**src/rtl/pic_pkg.sv**
```systemverilog
package pic_pkg;

    typedef enum logic [1:0] {
        LV_DISARMED = 2'd0,
        LV_ARMED    = 2'd1,
        LV_WAITING  = 2'd2,
        LV_ACTIVE   = 2'd3
    } lvl_state_t;

    typedef enum logic [2:0] {
        CMD_NONE    = 3'd0,
        CMD_DISARM  = 3'd1,
        CMD_ARM     = 3'd2,
        CMD_ENABLE  = 3'd3,
        CMD_DISABLE = 3'd4,
        CMD_TRIGGER = 3'd5,
        CMD_CLEAR   = 3'd6
    } pic_cmd_t;

endpackage

```
**src/rtl/pic_level_cell.sv**
```systemverilog
module pic_level_cell
    import pic_pkg::*;
(
    input  logic       clk,
    input  logic       rst_n,
    input  logic       arm_i,
    input  logic       disarm_i,
    input  logic       en_set_i,
    input  logic       en_clr_i,
    input  logic       trig_i,
    input  logic       grant_i,
    input  logic       grant_rearm_i,
    input  logic       clear_i,
    input  logic       clear_to_armed_i,
    output lvl_state_t state_o,
    output logic       enabled_o
);

    lvl_state_t state_q, state_d;
    logic       held_q, held_d;
    logic       en_q, en_d;

    // state register
    always_ff @(posedge clk) begin
        if (!rst_n) begin
            state_q <= LV_DISARMED;
            held_q  <= 1'b0;
            en_q    <= 1'b0;
        end else begin
            state_q <= state_d;
            held_q  <= held_d;
            en_q    <= en_d;
        end
    end

    // next state
    always_comb begin
        state_d = state_q;
        held_d  = held_q;
        en_d    = en_q;

        // grant / grant-rearm
        if (grant_i) begin
            if (grant_rearm_i) begin
                state_d = held_q ? LV_WAITING : LV_ARMED;
                held_d  = 1'b0;
            end else begin
                state_d = LV_ACTIVE;
            end
        end

        // clear-to-armed / clear-to-disarmed
        if (clear_i) begin
            if (clear_to_armed_i) begin
                state_d = held_q ? LV_WAITING : LV_ARMED;
            end else begin
                state_d = LV_DISARMED;
            end
            held_d = 1'b0;
        end

        // arm / disarm from any state
        if (disarm_i) begin
            state_d = LV_DISARMED;
            held_d  = 1'b0;
        end else if (arm_i) begin
            state_d = LV_ARMED;
            held_d  = 1'b0;
        end

        // trigger applies to the state reached above
        if (trig_i) begin
            unique case (state_d)
                LV_DISARMED: ;
                LV_ARMED:    state_d = LV_WAITING;
                LV_WAITING,
                LV_ACTIVE:   held_d = 1'b1;
            endcase
        end

        if (en_set_i) begin
            en_d = 1'b1;
        end else if (en_clr_i) begin
            en_d = 1'b0;
        end
    end

    // outputs
    always_comb begin
        state_o   = state_q;
        enabled_o = en_q;
    end

    // a disabled waiting level is never promoted
    p_disabled_stays_r3: assert property (@(posedge clk) disable iff (!rst_n)
        (state_q == LV_WAITING && !en_q) |=> (state_q != LV_ACTIVE));

    // a trigger on a disarmed level is dropped
    p_disarmed_drops_r4: assert property (@(posedge clk) disable iff (!rst_n)
        (state_q == LV_DISARMED && trig_i && !arm_i) |=> (state_q != LV_WAITING));

    // an active level stays active unless cleared or re-commanded
    p_active_holds_r9: assert property (@(posedge clk) disable iff (!rst_n)
        (state_q == LV_ACTIVE && !clear_i && !arm_i && !disarm_i) |=> (state_q == LV_ACTIVE));

endmodule

```
**src/rtl/pic_prio_pick.sv**
```systemverilog
module pic_prio_pick #(
    parameter int NUM_LEVELS = 16,
    localparam int LVL_W = $clog2(NUM_LEVELS)
) (
    input  logic [NUM_LEVELS-1:0] cand_i,
    input  logic [NUM_LEVELS-1:0] active_i,
    output logic                  win_o,
    output logic [LVL_W-1:0]      win_idx_o
);

    logic             cand_any, act_any;
    logic [LVL_W-1:0] cand_idx, act_idx;

    // scan downward so that the lowest number is the last one written
    always_comb begin
        cand_any = 1'b0;
        cand_idx = '0;
        act_any  = 1'b0;
        act_idx  = '0;
        for (int i = NUM_LEVELS - 1; i >= 0; i--) begin
            if (cand_i[i]) begin
                cand_any = 1'b1;
                cand_idx = LVL_W'(i);
            end
            if (active_i[i]) begin
                act_any = 1'b1;
                act_idx = LVL_W'(i);
            end
        end
    end

    always_comb begin
        win_idx_o = cand_idx;
        win_o     = cand_any && (!act_any || (cand_idx < act_idx));
    end

endmodule

```
**src/rtl/pic_clear_pick.sv**
```systemverilog
module pic_clear_pick #(
    parameter int NUM_LEVELS = 16
) (
    input  logic [NUM_LEVELS-1:0] active_i,
    output logic [NUM_LEVELS-1:0] first_o
);

    // isolate the lowest set bit
    always_comb begin
        first_o = active_i & (~active_i + NUM_LEVELS'(1));
    end

endmodule

```
**src/rtl/pic_group.sv**
```systemverilog
module pic_group
    import pic_pkg::*;
#(
    parameter int NUM_LEVELS = 16,
    localparam int LVL_W = $clog2(NUM_LEVELS)
) (
    input  logic                  clk,
    input  logic                  rst_n,
    input  logic [NUM_LEVELS-1:0] trig_i,
    input  logic [2:0]            cmd_op_i,
    input  logic [NUM_LEVELS-1:0] cmd_mask_i,
    input  logic                  cmd_rearm_i,
    input  logic                  ack_i,
    input  logic                  ack_rearm_i,
    input  logic                  inhibit_i,
    input  logic                  chain_in_i,
    output logic                  irq_req_o,
    output logic [LVL_W-1:0]      irq_level_o,
    output logic                  chain_out_o,
    output logic [NUM_LEVELS-1:0] armed_o,
    output logic [NUM_LEVELS-1:0] waiting_o,
    output logic [NUM_LEVELS-1:0] active_o,
    output logic [NUM_LEVELS-1:0] enabled_o
);

    pic_cmd_t              op;
    lvl_state_t            st [NUM_LEVELS];
    logic [NUM_LEVELS-1:0] eligible;
    logic [NUM_LEVELS-1:0] clear_sel;
    logic                  win;
    logic [LVL_W-1:0]      win_idx;
    logic                  take;

    assign op = pic_cmd_t'(cmd_op_i);

    for (genvar i = 0; i < NUM_LEVELS; i++) begin : g_lvl
        logic sel;
        assign sel = cmd_mask_i[i];

        pic_level_cell u_cell (
            .clk              (clk),
            .rst_n            (rst_n),
            .arm_i            (sel && op == CMD_ARM),
            .disarm_i         (sel && op == CMD_DISARM),
            .en_set_i         (sel && op == CMD_ENABLE),
            .en_clr_i         (sel && op == CMD_DISABLE),
            .trig_i           (trig_i[i] || (sel && op == CMD_TRIGGER)),
            .grant_i          (take && win_idx == LVL_W'(i)),
            .grant_rearm_i    (ack_rearm_i),
            .clear_i          (op == CMD_CLEAR && clear_sel[i]),
            .clear_to_armed_i (cmd_rearm_i),
            .state_o          (st[i]),
            .enabled_o        (enabled_o[i])
        );

        assign armed_o[i]   = (st[i] == LV_ARMED);
        assign waiting_o[i] = (st[i] == LV_WAITING);
        assign active_o[i]  = (st[i] == LV_ACTIVE);
        assign eligible[i]  = waiting_o[i] && enabled_o[i];
    end

    pic_prio_pick #(.NUM_LEVELS(NUM_LEVELS)) u_pick (
        .cand_i    (eligible),
        .active_i  (active_o),
        .win_o     (win),
        .win_idx_o (win_idx)
    );

    pic_clear_pick #(.NUM_LEVELS(NUM_LEVELS)) u_clear (
        .active_i (active_o),
        .first_o  (clear_sel)
    );

    always_comb begin
        irq_req_o   = win && !inhibit_i && !chain_in_i;
        irq_level_o = win_idx;
        take        = ack_i && irq_req_o;
        chain_out_o = (|active_o) || (!inhibit_i && (|eligible));
    end

    // no level turns active without an acknowledge
    p_only_ack_activates_r7: assert property (@(posedge clk) disable iff (!rst_n)
        !ack_i |=> ((active_o & ~$past(active_o)) == '0));

    // an acknowledge under inhibit adds no active level
    p_inhibit_blocks_ack_r10: assert property (@(posedge clk) disable iff (!rst_n)
        (ack_i && inhibit_i) |=> ($countones(active_o) <= $countones($past(active_o))));

    // the offered level outranks every active level
    p_offer_outranks_r6: assert property (@(posedge clk) disable iff (!rst_n)
        irq_req_o |-> ((active_o & ((NUM_LEVELS'(2) << irq_level_o) - NUM_LEVELS'(1))) == '0));

    // at most one level becomes active per cycle
    p_single_activation_r7: assert property (@(posedge clk) disable iff (!rst_n)
        ack_i |=> $onehot0(active_o & ~$past(active_o)));

endmodule

```
**config.mk**
```make
export PLATFORM = sky130hd
export DESIGN_NAME = pic_group
export DESIGN_NICKNAME = d
export VERILOG_FILES = /design/src/rtl/pic_pkg.sv /design/src/rtl/pic_level_cell.sv /design/src/rtl/pic_prio_pick.sv /design/src/rtl/pic_clear_pick.sv /design/src/rtl/pic_group.sv
export SDC_FILE = /design/constraint.sdc
export NUM_CORES = 1
export LEC_CHECK = 0
export ABC_AREA = 1
export BUFFER_PORTS_ARGS = -buffer_cell sky130_fd_sc_hd__buf_2
export CORE_MARGIN = 4
export CORE_UTILIZATION = 39
export DETAILED_ROUTE_END_ITERATION = 7
export GPL_ROUTABILITY_DRIVEN = 1
export GPL_TIMING_DRIVEN = 0
export PLACE_DENSITY = 0.67
export SETUP_SLACK_MARGIN = 0.02
export SLEW_MARGIN = 15
export SYNTH_ARGS = -nofsm -noshare
export SYNTH_HDL_FRONTEND = slang
export SYNTH_SLANG_ARGS = --single-unit
export TNS_END_PERCENT = 20
```
**constraint.sdc**
```tcl
create_clock -name clk -period 6.35 [get_ports clk]
set_input_delay 1.27 -clock clk [delete_from_list [all_inputs] [get_ports clk]]
set_output_delay 1.27 -clock clk [all_outputs]
set_load 0.02 [all_outputs]
```
After elaboration in Yosys (flattened, before gate mapping)
Index checks and enable logic that the tools add are counted.
{"block": "word_totals", "reg_bits": 64, "wordCells": 710, "inputBits": 42}
{"block": "op_classes", "n_reduce_logical": 189, "n_mux": 352, "magnitude_cmp": 1, "n_eq_ne": 117, "bitwise": 2, "addsub": 1}
{"cell": "2-to-1 mux 2 bit", "count": 144}
{"cell": "2-to-1 mux 1 bit", "count": 176}
{"cell": "logical AND 1 bit", "count": 133}
{"cell": "== test 2 bit (second input constant)", "count": 64}
{"cell": "2-to-1 mux 4 bit", "count": 32}
{"cell": "== test 2 x 1 -> 1 bit (second input constant)", "count": 32}
{"cell": "== test 4 bit (second input constant)", "count": 8}
{"cell": "nonzero test 2 bit", "count": 16}
{"cell": "OR reduction 16 bit", "count": 2}
{"cell": "OR reduction 2 bit", "count": 16}
{"cell": "logical OR 1 bit", "count": 18}
{"cell": "adder 16 x 1 -> 16 bit (second input constant)", "count": 1}
{"cell": "AND 16 bit", "count": 1}
{"cell": "== test 4 x 3 -> 1 bit (second input constant)", "count": 4}
{"cell": "inverter 16 bit", "count": 1}
{"cell": "== test 3 bit (second input constant)", "count": 3}
{"cell": "== test 4 x 2 -> 1 bit (second input constant)", "count": 2}
{"cell": "== test 3 x 2 -> 1 bit (second input constant)", "count": 2}
{"cell": "== test 4 x 1 -> 1 bit (second input constant)", "count": 1}
{"cell": "logical NOT 4 bit", "count": 1}
{"cell": "less-than comparator 4 bit", "count": 1}
{"cell": "== test 3 x 1 -> 1 bit (second input constant)", "count": 1}
{"cell": "logical NOT 1 bit", "count": 3}

Longest topological paths before layout
Gate-level depths: netlist (run 1).
{"block": "logic_depth", "ltp_word": 33, "ltp_mapped": 31, "ltp_nobuf": 31}

By module
A second synthesis (run 1) with hierarchy kept.
{"block": "unflattened", "hier_cells": 1173, "hier_area_um2": 6034.5}
{"mod": "pic_level_cell (g_lvl[13].u_cell ...)", "n_inst": 12, "cells_per_inst": 42, "seq_area_each_um2": 80.1, "area_per_inst_um2": 242.7}
{"mod": "pic_group", "n_inst": 1, "cells_per_inst": 327, "seq_area_each_um2": 0.0, "area_per_inst_um2": 1353.8}
{"mod": "pic_level_cell (g_lvl[0].u_cell ...)", "n_inst": 4, "cells_per_inst": 42, "seq_area_each_um2": 80.1, "area_per_inst_um2": 252.7}
{"mod": "pic_prio_pick", "n_inst": 1, "cells_per_inst": 110, "seq_area_each_um2": 0.0, "area_per_inst_um2": 500.5}
{"mod": "pic_clear_pick", "n_inst": 1, "cells_per_inst": 64, "seq_area_each_um2": 0.0, "area_per_inst_um2": 256.5}

Least setup slack after synthesis (run 1)
OpenSTA, ideal clock, no wires.
{"block": "synth_timing", "path_kind": "reg-to-output", "startpoint": "register g_lvl[11].u_cell.state_q[1]", "endpoint": "output port irq_req_o", "path_stages_with_launch": 16, "setup_slack_ns": 2.502, "n_path_buf": 1, "t_required_ns": 5.080, "arrival_ns": 2.578, "path_cell_list": "dfxtp_1 inv_1 nor2_1 nand2_1 nand2_1 a31oi_1 nor2_1 o21bai_1 a21oi_1 ha_1 nand2_1 nand2_1 nand2_1 nand2_2 a21boi_4 buf_6"}
{"block": "synth_via", "elab_chain_len": 19, "elab_cells_between_ends": 57, "classes_between": "1 x order compare; 2 x eq/ne; 48 x mux; 6 x reduce/logical"}
{"element": "from (decl)", "line": "pic_level_cell.sv:19", "rtl": "lvl_state_t state_q, state_d;"}
{"element": "from (signal assigned)", "line": "pic_level_cell.sv:30", "rtl": "state_q <= state_d;"}
{"element": "== test 2 bit", "line": "pic_group.sv:57", "rtl": "assign waiting_o[i] = (st[i] == LV_WAITING);"}
{"element": "net waiting_o[11]", "line": "pic_group.sv:21", "rtl": "output logic [NUM_LEVELS-1:0] waiting_o,"}
{"element": "logical AND 1 bit", "line": "pic_group.sv:59", "rtl": "assign eligible[i] = waiting_o[i] && enabled_o[i];"}
{"element": "2-to-1 mux 4 bit (12 in series)", "line": "pic_prio_pick.sv:21", "rtl": "if (cand_i[i]) begin"}
{"element": "net irq_level_o[1]", "line": "pic_group.sv:18", "rtl": "output logic [LVL_W-1:0] irq_level_o,"}
{"element": "less-than comparator 4 bit", "line": "pic_prio_pick.sv:34", "rtl": "win_o = cand_any && (!act_any || (cand_idx < act_idx));"}
{"element": "logical OR 1 bit", "line": "pic_prio_pick.sv:34"}
{"element": "logical AND 1 bit", "line": "pic_prio_pick.sv:34"}
{"element": "logical AND 1 bit (2 in series)", "line": "pic_group.sv:75", "rtl": "irq_req_o = win && !inhibit_i && !chain_in_i;"}
{"element": "to (decl)", "line": "pic_group.sv:17", "rtl": "output logic irq_req_o,"}
The timed path passes the listed nets, and every way through them passes these cells.

Worst setup path after layout (run 1)
{"block": "layout_timing", "startpoint": "register g_lvl[15].u_cell.state_q[1]", "endpoint": "output port irq_req_o"}
{"block": "layout_via", "elab_chain_len": 23, "elab_cells_between_ends": 73, "classes_between": "1 x order compare; 2 x eq/ne; 64 x mux; 6 x reduce/logical"}
{"element": "from (decl)", "line": "pic_level_cell.sv:19"}
{"element": "from (signal assigned)", "line": "pic_level_cell.sv:30"}
{"element": "== test 2 bit", "line": "pic_group.sv:57"}
{"element": "logical AND 1 bit", "line": "pic_group.sv:59"}
{"element": "2-to-1 mux 4 bit (16 in series)", "line": "pic_prio_pick.sv:21"}
{"element": "less-than comparator 4 bit", "line": "pic_prio_pick.sv:34"}
{"element": "logical OR 1 bit", "line": "pic_prio_pick.sv:34"}
{"element": "logical AND 1 bit (*)", "line": "pic_prio_pick.sv:34"}
{"element": "logical AND 1 bit (*) (2 in series)", "line": "pic_group.sv:75"}
Every way passes the cells marked *; elsewhere a longest branch is shown, timed or not.

==> out/metrics.cfg, run 1 <==
[synth]
netlist_instances = 916
ys_seq_area_frac = 0.236
async_flop_share = 0
synthTopCellsByArea = dfxtp_1 24%, nand2_1 15%, nor2_1 10%
synth_area_um2 = 5430
synth_area_leader_cell = dfxtp_1
syn-num-nets = 961
synth-main-ff-cell = dfxtp_1
synth_enable_flop_cells = 0
synth_top_area_frac = 0.236
avgSynthCellArea_um2 = 5.92
ys_types = 46
ys_warn_count = 0
ys_ff_latch = 64

[clocking]
htreeDepth = 3
post_cts_buffers = 0
clk_pin_slew_ps = 60
cts_tree = yes
cts_buffers = 9
clk_latency_ps = 350
cts-root-buf = clkbuf_16
cts.sinks = 64
cts_hold_buf = 0
clockBufferDepth = 2
cts-resized-gates = 0

[power]
ir_worst_vdd_mv = 0.119
p_int_uw = 760
seq_power_share = 0.390
power_density_nw_per_um2 = 167
power_frac_comb = 0.160
power.share.clock = 0.449
p_total_mw = 1.08
swShare = 0.298
leakagePower_nw = 3.55
p_switching_uw = 323

[worst_setup_path]
crit_required_ps = 5080
r2r.worst_path.cells = 18
cpMaxStageDelayCell = o21ai_0
cp_cell_sequence = nand2_1 -> o21ai_0 -> a31oi_1 -> nor2_1 -> o21bai_1 -> a21oi_1 -> ha_1 -> nand2_1 -> nand2_1 -> nand2_1 -> nand2_2 -> a21boi_4 -> buf_6 -> buf_2
timing.rr.start = g_lvl[15].u_cell.state_o[1]
crit_top_cell = nand2_1
endpoint_kind = output port
crit_type = flop to output port
start_kind = flop
slowest_delay_ps = 460
critPathArrivalTime_ps = 3440
timing.rr.end = g_lvl[9].u_cell.state_o[1]
path_max_fanout = 10
worst-r2r-setup-slack_ps = 2940

[floorplanning]
coreArea_um2 = 13500
die_h_um = 126
io_pins = 112
initial_core_util = 0.403
num_rows = 42
fp.dieArea_um2 = 15900
die_x_um = 126

[timing]
worst_pin_slew_ps = 1190
slew_headroom = 0.199
skew_ps = 7.04
fin_ws_ps = 1640
maxSlewViolCount = 0
hold_violations = 0
tns_ps = 0
min_period_ps = 4710
period_share = 0.741
rsz0062_at_grt = false
fmax_ghz = 0.212
finalSetupViolations = 0
hold_ws_ps = 489

[layout]
fin_area_um2 = 6480
areaGrowthSynthToFinish_pct = 19.5
num_antenna_cells = 0
final_common_cell = nand2_1
final_nets = 1081
most-common-layout-cells = 219 x nand2_1, 144 x nor2_1, 125 x inv_1
drive_gt1_frac = 0.190

[routing]
via_per_inst = 5.43
num_vias = 6610
routed_wl_um = 20600
antenna_left = 0
firstDrtPassIters = 8
drcViolationCount = 0
drt_iter0_drc = 781
routedWlPerCell_um = 16.9

[global_routing]
gr-total-overflow = 0
grt_pass1_vias = 5783
grt_util_all_layers = 0.252
grt_max_degree = 11
grt_first_pass_wirelength_um = 31100
antenna_found_initial = 0

[placed_design]
hpwlAfterDp_um = 15400
gp_congestion = 0.999
portBuffers = 109
post_dp_cell_area_um2 = 6200
place_ws_ps = 2120

[min_path]
hold_path_class = flop to flop
hold_end = g_lvl[1].u_cell.enabled_o
hp-start = g_lvl[1].u_cell.enabled_o
whs_path_depth = 2

[job]
cap_violations = 0

[status]
status = finished, final reports clean

-- through the flow --
| stage | instances | utilization |
|---|---|---|
| after floorplan | 916 | - |
| after global placement | 1201 | 0.460 |
| after detailed placement | 1201 | 0.461 |
| after CTS | 1217 | 0.482 |
| after global routing | 1217 | 0.482 |
| final | 1217 | 0.482 |
-- flip-flops by register name, summed over array words and instances (netlist names) --
register / cells
g_lvl.u_cell.enabled_o: 16
g_lvl.u_cell.state_o: 32
g_lvl.u_cell.held_q: 16
-- synthesized netlist by cell type, drive strengths merged (6+ instances only) --
cell type,n
nor2,149
dfxtp,64
inv,132
clkinv,6
nor3,15
o21bai,32
a21oi,64
clkbuf,20
nand3,50
nand4,58
nand2,224
buf,22
o21ai,40
o211ai,7
-- cells by family (layout without fill, tap and decap cells) --
kind of cell,count (synthesis),count (layout),share of synthesized area
simple gates,507,507,0.427
buf+inv,180,305,0.142
compound gates,162,162,0.188
flops,64,64,0.236
fa+ha+maj,3,3,0.00692
-- power by group through the flow --
stage                     clock, mW  combinational, mW  sequential, mW
after global placement            0              0.168           0.431
after detailed placement          0              0.169           0.431
after CTS                     0.492              0.170           0.422
after floorplan                   0              0.109           0.428
after global routing          0.505              0.189           0.424
final                         0.486              0.174           0.423
-- worst max-delay path by stage --
stage | from | endpoint | slack [ps] | cells after the start
after floorplan | g_lvl[11].u_cell.state_o[1] | irq_req_o | 2500 | 15
after CTS | g_lvl[15].u_cell.state_o[1] | irq_req_o | 1730 | 14
after global routing | g_lvl[15].u_cell.state_o[1] | irq_req_o | 1430 | 14
final | g_lvl[15].u_cell.state_o[1] | irq_req_o | 1640 | 14
after global placement | g_lvl[15].u_cell.state_o[1] | irq_req_o | 2140 | 14
after detailed placement | g_lvl[15].u_cell.state_o[1] | irq_req_o | 2120 | 14
-- worst max-delay path: cells and delay by family, from the launching register on --
kind                       cells  cell delay (ps)
AOI/OAI and AO/OA              5             1410
and+or+nand+nor                6              520
buffers and inverters          2              420
DFF                            1              410
adders and majority gates      1              320
-- metal layers --
| layer | wire (um) | up-vias | track usage |
|---|---|---|---|
| met5 | 0 | - | 0 |
| met4 | 546 | 0 | 0.0820 |
| met3 | 2180 | 51 | 0.0445 |
| met2 | 9210 | 367 | 0.404 |
| met1 | 8640 | 2958 | 0.343 |
| li1 | - | 3234 | - |
-- cell type report --
| class | instances | area, um2 |
|---|---|---|
| plain buffers | 42 | 251 |
| clock buffers | 13 | 270 |
| clock inverters | 3 | 15.0 |
| fillers | 1490 | 6970 |
| inverters | 138 | 518 |
| multi-input cells | 672 | 3380 |
| flip-flops and latches | 64 | 1280 |
| well taps | 176 | 220 |
| repair buffers | 109 | 546 |
(Power assumes the default switching activity.)
==> run 2: changes to the inputs <==
==> constraint.sdc (replaced) <==
create_clock -name clk -period 4.52 [get_ports clk]
set_input_delay 0.904 -clock clk [delete_from_list [all_inputs] [get_ports clk]]
set_output_delay 0.904 -clock clk [all_outputs]
set_load 0.02 [all_outputs]
==> run 2 against run 1 <==
  * Cell count is the same
  * Critical path depth did not move
  * Final area barely moved
  * Clock skew is essentially flat
  * Critical path type unchanged
  * Critical endpoint unchanged
  * Largest cell class unchanged
==> out/metrics.cfg, run 2 (synthesized netlist as in run 1, its figures left out) <==
[status]
status = finished, final reports clean

[routing]
drt_iter0_drc = 788
num_vias = 6528
routedWlPerCell_um = 16.9
via_per_inst = 5.36
routed_wl_um = 20500
antenna_left = 0
drcViolationCount = 0
firstDrtPassIters = 8

[floorplanning]
initial_core_util = 0.403
die_h_um = 126
die_x_um = 126
num_rows = 42
fp.dieArea_um2 = 15900
io_pins = 112
coreArea_um2 = 13500

[worst_setup_path]
slowest_delay_ps = 480
path_max_fanout = 10
critPathArrivalTime_ps = 3340
start_kind = flop
cpMaxStageDelayCell = o21ai_0
crit_type = flop to output port
cp_cell_sequence = nand2_1 -> o21ai_0 -> a31oi_1 -> nor2_1 -> o21bai_1 -> a21oi_2 -> ha_1 -> nand2_1 -> nand2_1 -> nand2_1 -> nand2_2 -> a21boi_4 -> buf_6 -> buf_2
endpoint_kind = output port
crit_top_cell = nand2_1
crit_required_ps = 3620

[power]
ir_worst_vdd_mv = 0.167
swShare = 0.298
p_switching_uw = 453
p_total_mw = 1.52
leakagePower_nw = 3.55
power_frac_comb = 0.160
power.share.clock = 0.449
p_int_mw = 1.07
seq_power_share = 0.391
power_density_nw_per_um2 = 234

[layout]
final_nets = 1081
final_common_cell = nand2_1
largest_reg_flops = 32
utilization = 0.482
most-common-layout-cells = 219 x nand2_1, 144 x nor2_1, 125 x inv_1
num_antenna_cells = 0
drive_gt1_frac = 0.191
fillCellCount = 1491
areaGrowthSynthToFinish_pct = 19.5

[timing]
finalSetupViolations = 0
hold_violations = 0
rsz0062_at_grt = false
min_period_ps = 4240
tns_ps = 0
worst_pin_slew_ps = 1160
slew_headroom = 0.221
maxSlewViolCount = 0
skew_ps = 7.48
period_share = 0.939
fmax_ghz = 0.236

[global_routing]
gr-total-overflow = 0
antenna_found_initial = 0
grt_util_all_layers = 0.252
grt_pass1_vias = 5783
grt_max_degree = 11
grt_first_pass_wirelength_um = 31100

[clocking]
cts.sinks = 64
clk_pin_slew_ps = 60
clockBufferDepth = 2
clk_latency_ps = 350
cts-root-buf = clkbuf_16
htreeDepth = 3
cts_tree = yes
cts_buffers = 9

[placed_design]
hpwlAfterDp_um = 15400
portBuffers = 109
gp_congestion = 0.999

[min_path]
hold_path_class = flop to flop

[job]
cap_violations = 0

-- run 2: worst paths after layout --
| check | startpoint | end | slack, ps | depth (start not counted) |
|---|---|---|---|---|
| max | g_lvl[15].u_cell.state_o[1] | irq_req_o | 280 | 14 |
| min | g_lvl[0].u_cell.enabled_o | g_lvl[0].u_cell.enabled_o | 490 | 2 |
| max reg2reg | g_lvl[15].u_cell.state_o[1] | g_lvl[8].u_cell.state_o[1] | 1210 | 18 |
| min reg2reg | g_lvl[0].u_cell.enabled_o | g_lvl[0].u_cell.enabled_o | 490 | 2 |
-- run 2: power groups by stage --
stage                     Sequential (mW)  Combinational [mW]  Clock, mW
after floorplan                     0.602               0.153          0
after global placement              0.605               0.237          0
after detailed placement            0.606               0.238          0
after CTS                           0.593               0.239      0.691
after global routing                0.596               0.266      0.710
final                               0.594               0.243      0.683
-- run 2: final cells by class --
class,count,area (um2),area share
multi-input combinational,672,3380,0.522
sequential,64,1280,0.198
timing repair buffer,109,546,0.0841
inverter,138,518,0.0799
clock buffer,13,270,0.0417
buffer,42,251,0.0388
tap,176,220,0.0340
clock inverter,3,15.0,0.00232
-- run 2: through the flow --
| stage | hold WS (ps) | cells | setup WS, ps | area [um2] |
|---|---|---|---|---|
| floorplan | 463 | 916 | 1040 | 5430 |
| global placement | 479 | 1201 | 671 | 6190 |
| detailed placement | 484 | 1201 | 660 | 6200 |
| CTS | 490 | 1217 | 267 | 6480 |
| global route | 504 | 1217 | 50.8 | 6480 |
| finish | 490 | 1217 | 278 | 6480 |
-- run 2: worst max-delay path: cells and delay by family, from the launching register on --
family,cells,cell delay [ps]
simple gates,6,520
flops,1,420
fa+ha+maj,1,290
buf+inv,2,420
compound gates,5,1350
-- run 2: repair_timing --
item / CTS / global route
hold buffers: 0 / 0
hold endpoints to repair: 0 / 0
gates resized for setup: 0 / 1
endpoints found under the setup margin: 0 / 1
setup buffers: 0 / 0
-- run 2: per-layer routing --
metal	wire length, um	global-route usage	up-vias
met2	9290	0.404	329
li1	-	-	3229
met3	2020	0.0445	40
met1	8740	0.343	2930
met5	0	0	-
met4	468	0.0820	0
==> run 3: changes to the inputs <==
--- a/config.mk
+++ b/config.mk
@@ -7,12 +7,13 @@
 export LEC_CHECK = 0
 export ABC_AREA = 1
 export BUFFER_PORTS_ARGS = -buffer_cell sky130_fd_sc_hd__buf_2
+export CAP_MARGIN = 20
 export CORE_MARGIN = 4
 export CORE_UTILIZATION = 39
 export DETAILED_ROUTE_END_ITERATION = 7
 export GPL_ROUTABILITY_DRIVEN = 1
 export GPL_TIMING_DRIVEN = 0
-export PLACE_DENSITY = 0.67
+export PLACE_DENSITY_LB_ADDON = 0.3
 export SETUP_SLACK_MARGIN = 0.02
 export SLEW_MARGIN = 15
 export SYNTH_ARGS = -nofsm -noshare
==> run 3 against run 2 <==
  * Final area up 0.17%
  * Utilization is 0.084 points higher
  * Non-clock buffer count stayed put
  * Clock skew grew 1.1 ps
  * Critical path depth stayed put
  * Critical path type unchanged
  * Largest cell class unchanged
  * Highest routed layer unchanged
==> out/metrics.cfg, run 3 (synthesized netlist as in run 1, its figures left out) <==
[clocking]
cts-resized-gates = 0
clk_pin_slew_ps = 60
cts_hold_buf = 0
htreeDepth = 3
clockBufferDepth = 2
cts-root-buf = clkbuf_16
cts.sinks = 64
clk_latency_ps = 350
cts_buffers = 9
post_cts_buffers = 0
cts_tree = yes

[worst_setup_path]
critPathArrivalTime_ps = 3310
worst-r2r-setup-slack_ps = 1250
start_kind = flop
crit_type = flop to output port
timing.rr.start = g_lvl[15].u_cell.state_o[1]
endpoint_kind = output port
path_max_fanout = 10
crit_required_ps = 3620
r2r.worst_path.cells = 16
timing.rr.end = g_lvl[9].u_cell.held_q

[routing]
num_vias = 6498
drt_iter0_drc = 616
firstDrtPassIters = 5
routed_wl_um = 20400
antenna_left = 0
routedWlPerCell_um = 16.8
drcViolationCount = 0
via_per_inst = 5.34

[job]
cap_violations = 0

[status]
status = finished, final reports clean

[placed_design]
place_inst = 1201
hpwlAfterDp_um = 15500
gp_congestion = 0.980
portBuffers = 109
post_dp_cell_area_um2 = 6200

[timing]
hold_ws_ps = 489
finalSetupViolations = 0
skew_ps = 8.55
slew_headroom = 0.254
worst_pin_slew_ps = 1110
hold_violations = 0
fmax_ghz = 0.237
maxSlewViolCount = 0
period_share = 0.932
min_period_ps = 4210
tns_ps = 0
rsz0062_at_grt = false

[min_path]
hold_path_class = flop to flop
whs_path_depth = 2
hold_end = g_lvl[0].u_cell.enabled_o
hp-start = g_lvl[0].u_cell.enabled_o

[global_routing]
antenna_found_initial = 0
grt_util_all_layers = 0.251
gr-total-overflow = 0
grt_first_pass_wirelength_um = 31200
grt_max_degree = 11
grt_pass1_vias = 5832

[power]
power_density_nw_per_um2 = 241
ir_worst_vdd_mv = 0.172
leakagePower_nw = 3.56

[floorplanning]
die_h_um = 126
coreArea_um2 = 13500
io_pins = 112
fp.dieArea_um2 = 15900
initial_core_util = 0.403
die_x_um = 126
num_rows = 42

[layout]
num_antenna_cells = 0
most-common-layout-cells = 219 x nand2_1, 144 x nor2_1, 125 x inv_1
fin_area_um2 = 6500
fin_cells = 1217
final_common_cell = nand2_1
final_nets = 1081
largest_reg_flops = 32
drive_gt1_frac = 0.189
areaGrowthSynthToFinish_pct = 19.7

==> run 3: worst max path at each step <==
stage / end / start / slack, ps / depth (start not counted)
global route: irq_req_o / g_lvl[0].u_cell.state_o[1] / 80 / 16
CTS: irq_req_o / g_lvl[15].u_cell.state_o[1] / 390 / 14
global placement: irq_req_o / g_lvl[15].u_cell.state_o[1] / 780 / 14
detailed placement: irq_req_o / g_lvl[15].u_cell.state_o[1] / 780 / 14
floorplan: irq_req_o / g_lvl[11].u_cell.state_o[1] / 1040 / 15
finish: irq_req_o / g_lvl[15].u_cell.state_o[1] / 310 / 14
==> run 3: metal layers <==
layer  up-vias  wire length, um  GRT usage
met4         0              657      0.102
met1      2889             8570      0.330
li1       3230                -          -
met5         -                0          0
met3        46             2140     0.0597
met2       333             9080      0.397
==> run 3: area by class of cell <==
| type | instances | area (um2) |
|---|---|---|
| multi-input cells | 672 | 3380 |
| well taps | 176 | 220 |
| clock inverters | 3 | 40.0 |
| fillers | 1535 | 6960 |
| clock buffers | 13 | 260 |
| repair buffers | 109 | 546 |
| flip-flops and latches | 64 | 1280 |
| inverters | 138 | 518 |
| plain buffers | 42 | 251 |
==> run 3: critical path: stages, from the launching register on <==
cell	delay, ps
dfxtp_1	410
nand2_1	120
o21ai_0	430
a31oi_1	140
nor2_1	110
o21bai_1	80
a21oi_1	350
ha_1	300
nand2_1	60
nand2_1	40
nand2_1	60
nand2_2	90
a21boi_4	310
buf_6	230
buf_2	190
==> run 3: per-stage QoR <==
step,power (mW),util,worst slack (ps)
2_1_floorplan,0.755,-,1040
3_3_place_gp,0.841,0.460,781
3_5_place_dp,0.843,0.461,785
4_1_cts,1.57,0.483,395
5_1_grt,1.61,0.483,81.6
6_report,1.56,0.483,305
==> run 3: power by group <==
group / internal [mW] / leakage [nW] / switching, mW / total (mW)
combinational: 0.0752 / 2.89 / 0.168 / 0.243
sequential: 0.579 / 0.518 / 0.0151 / 0.594
clock: 0.455 / 0.150 / 0.271 / 0.727
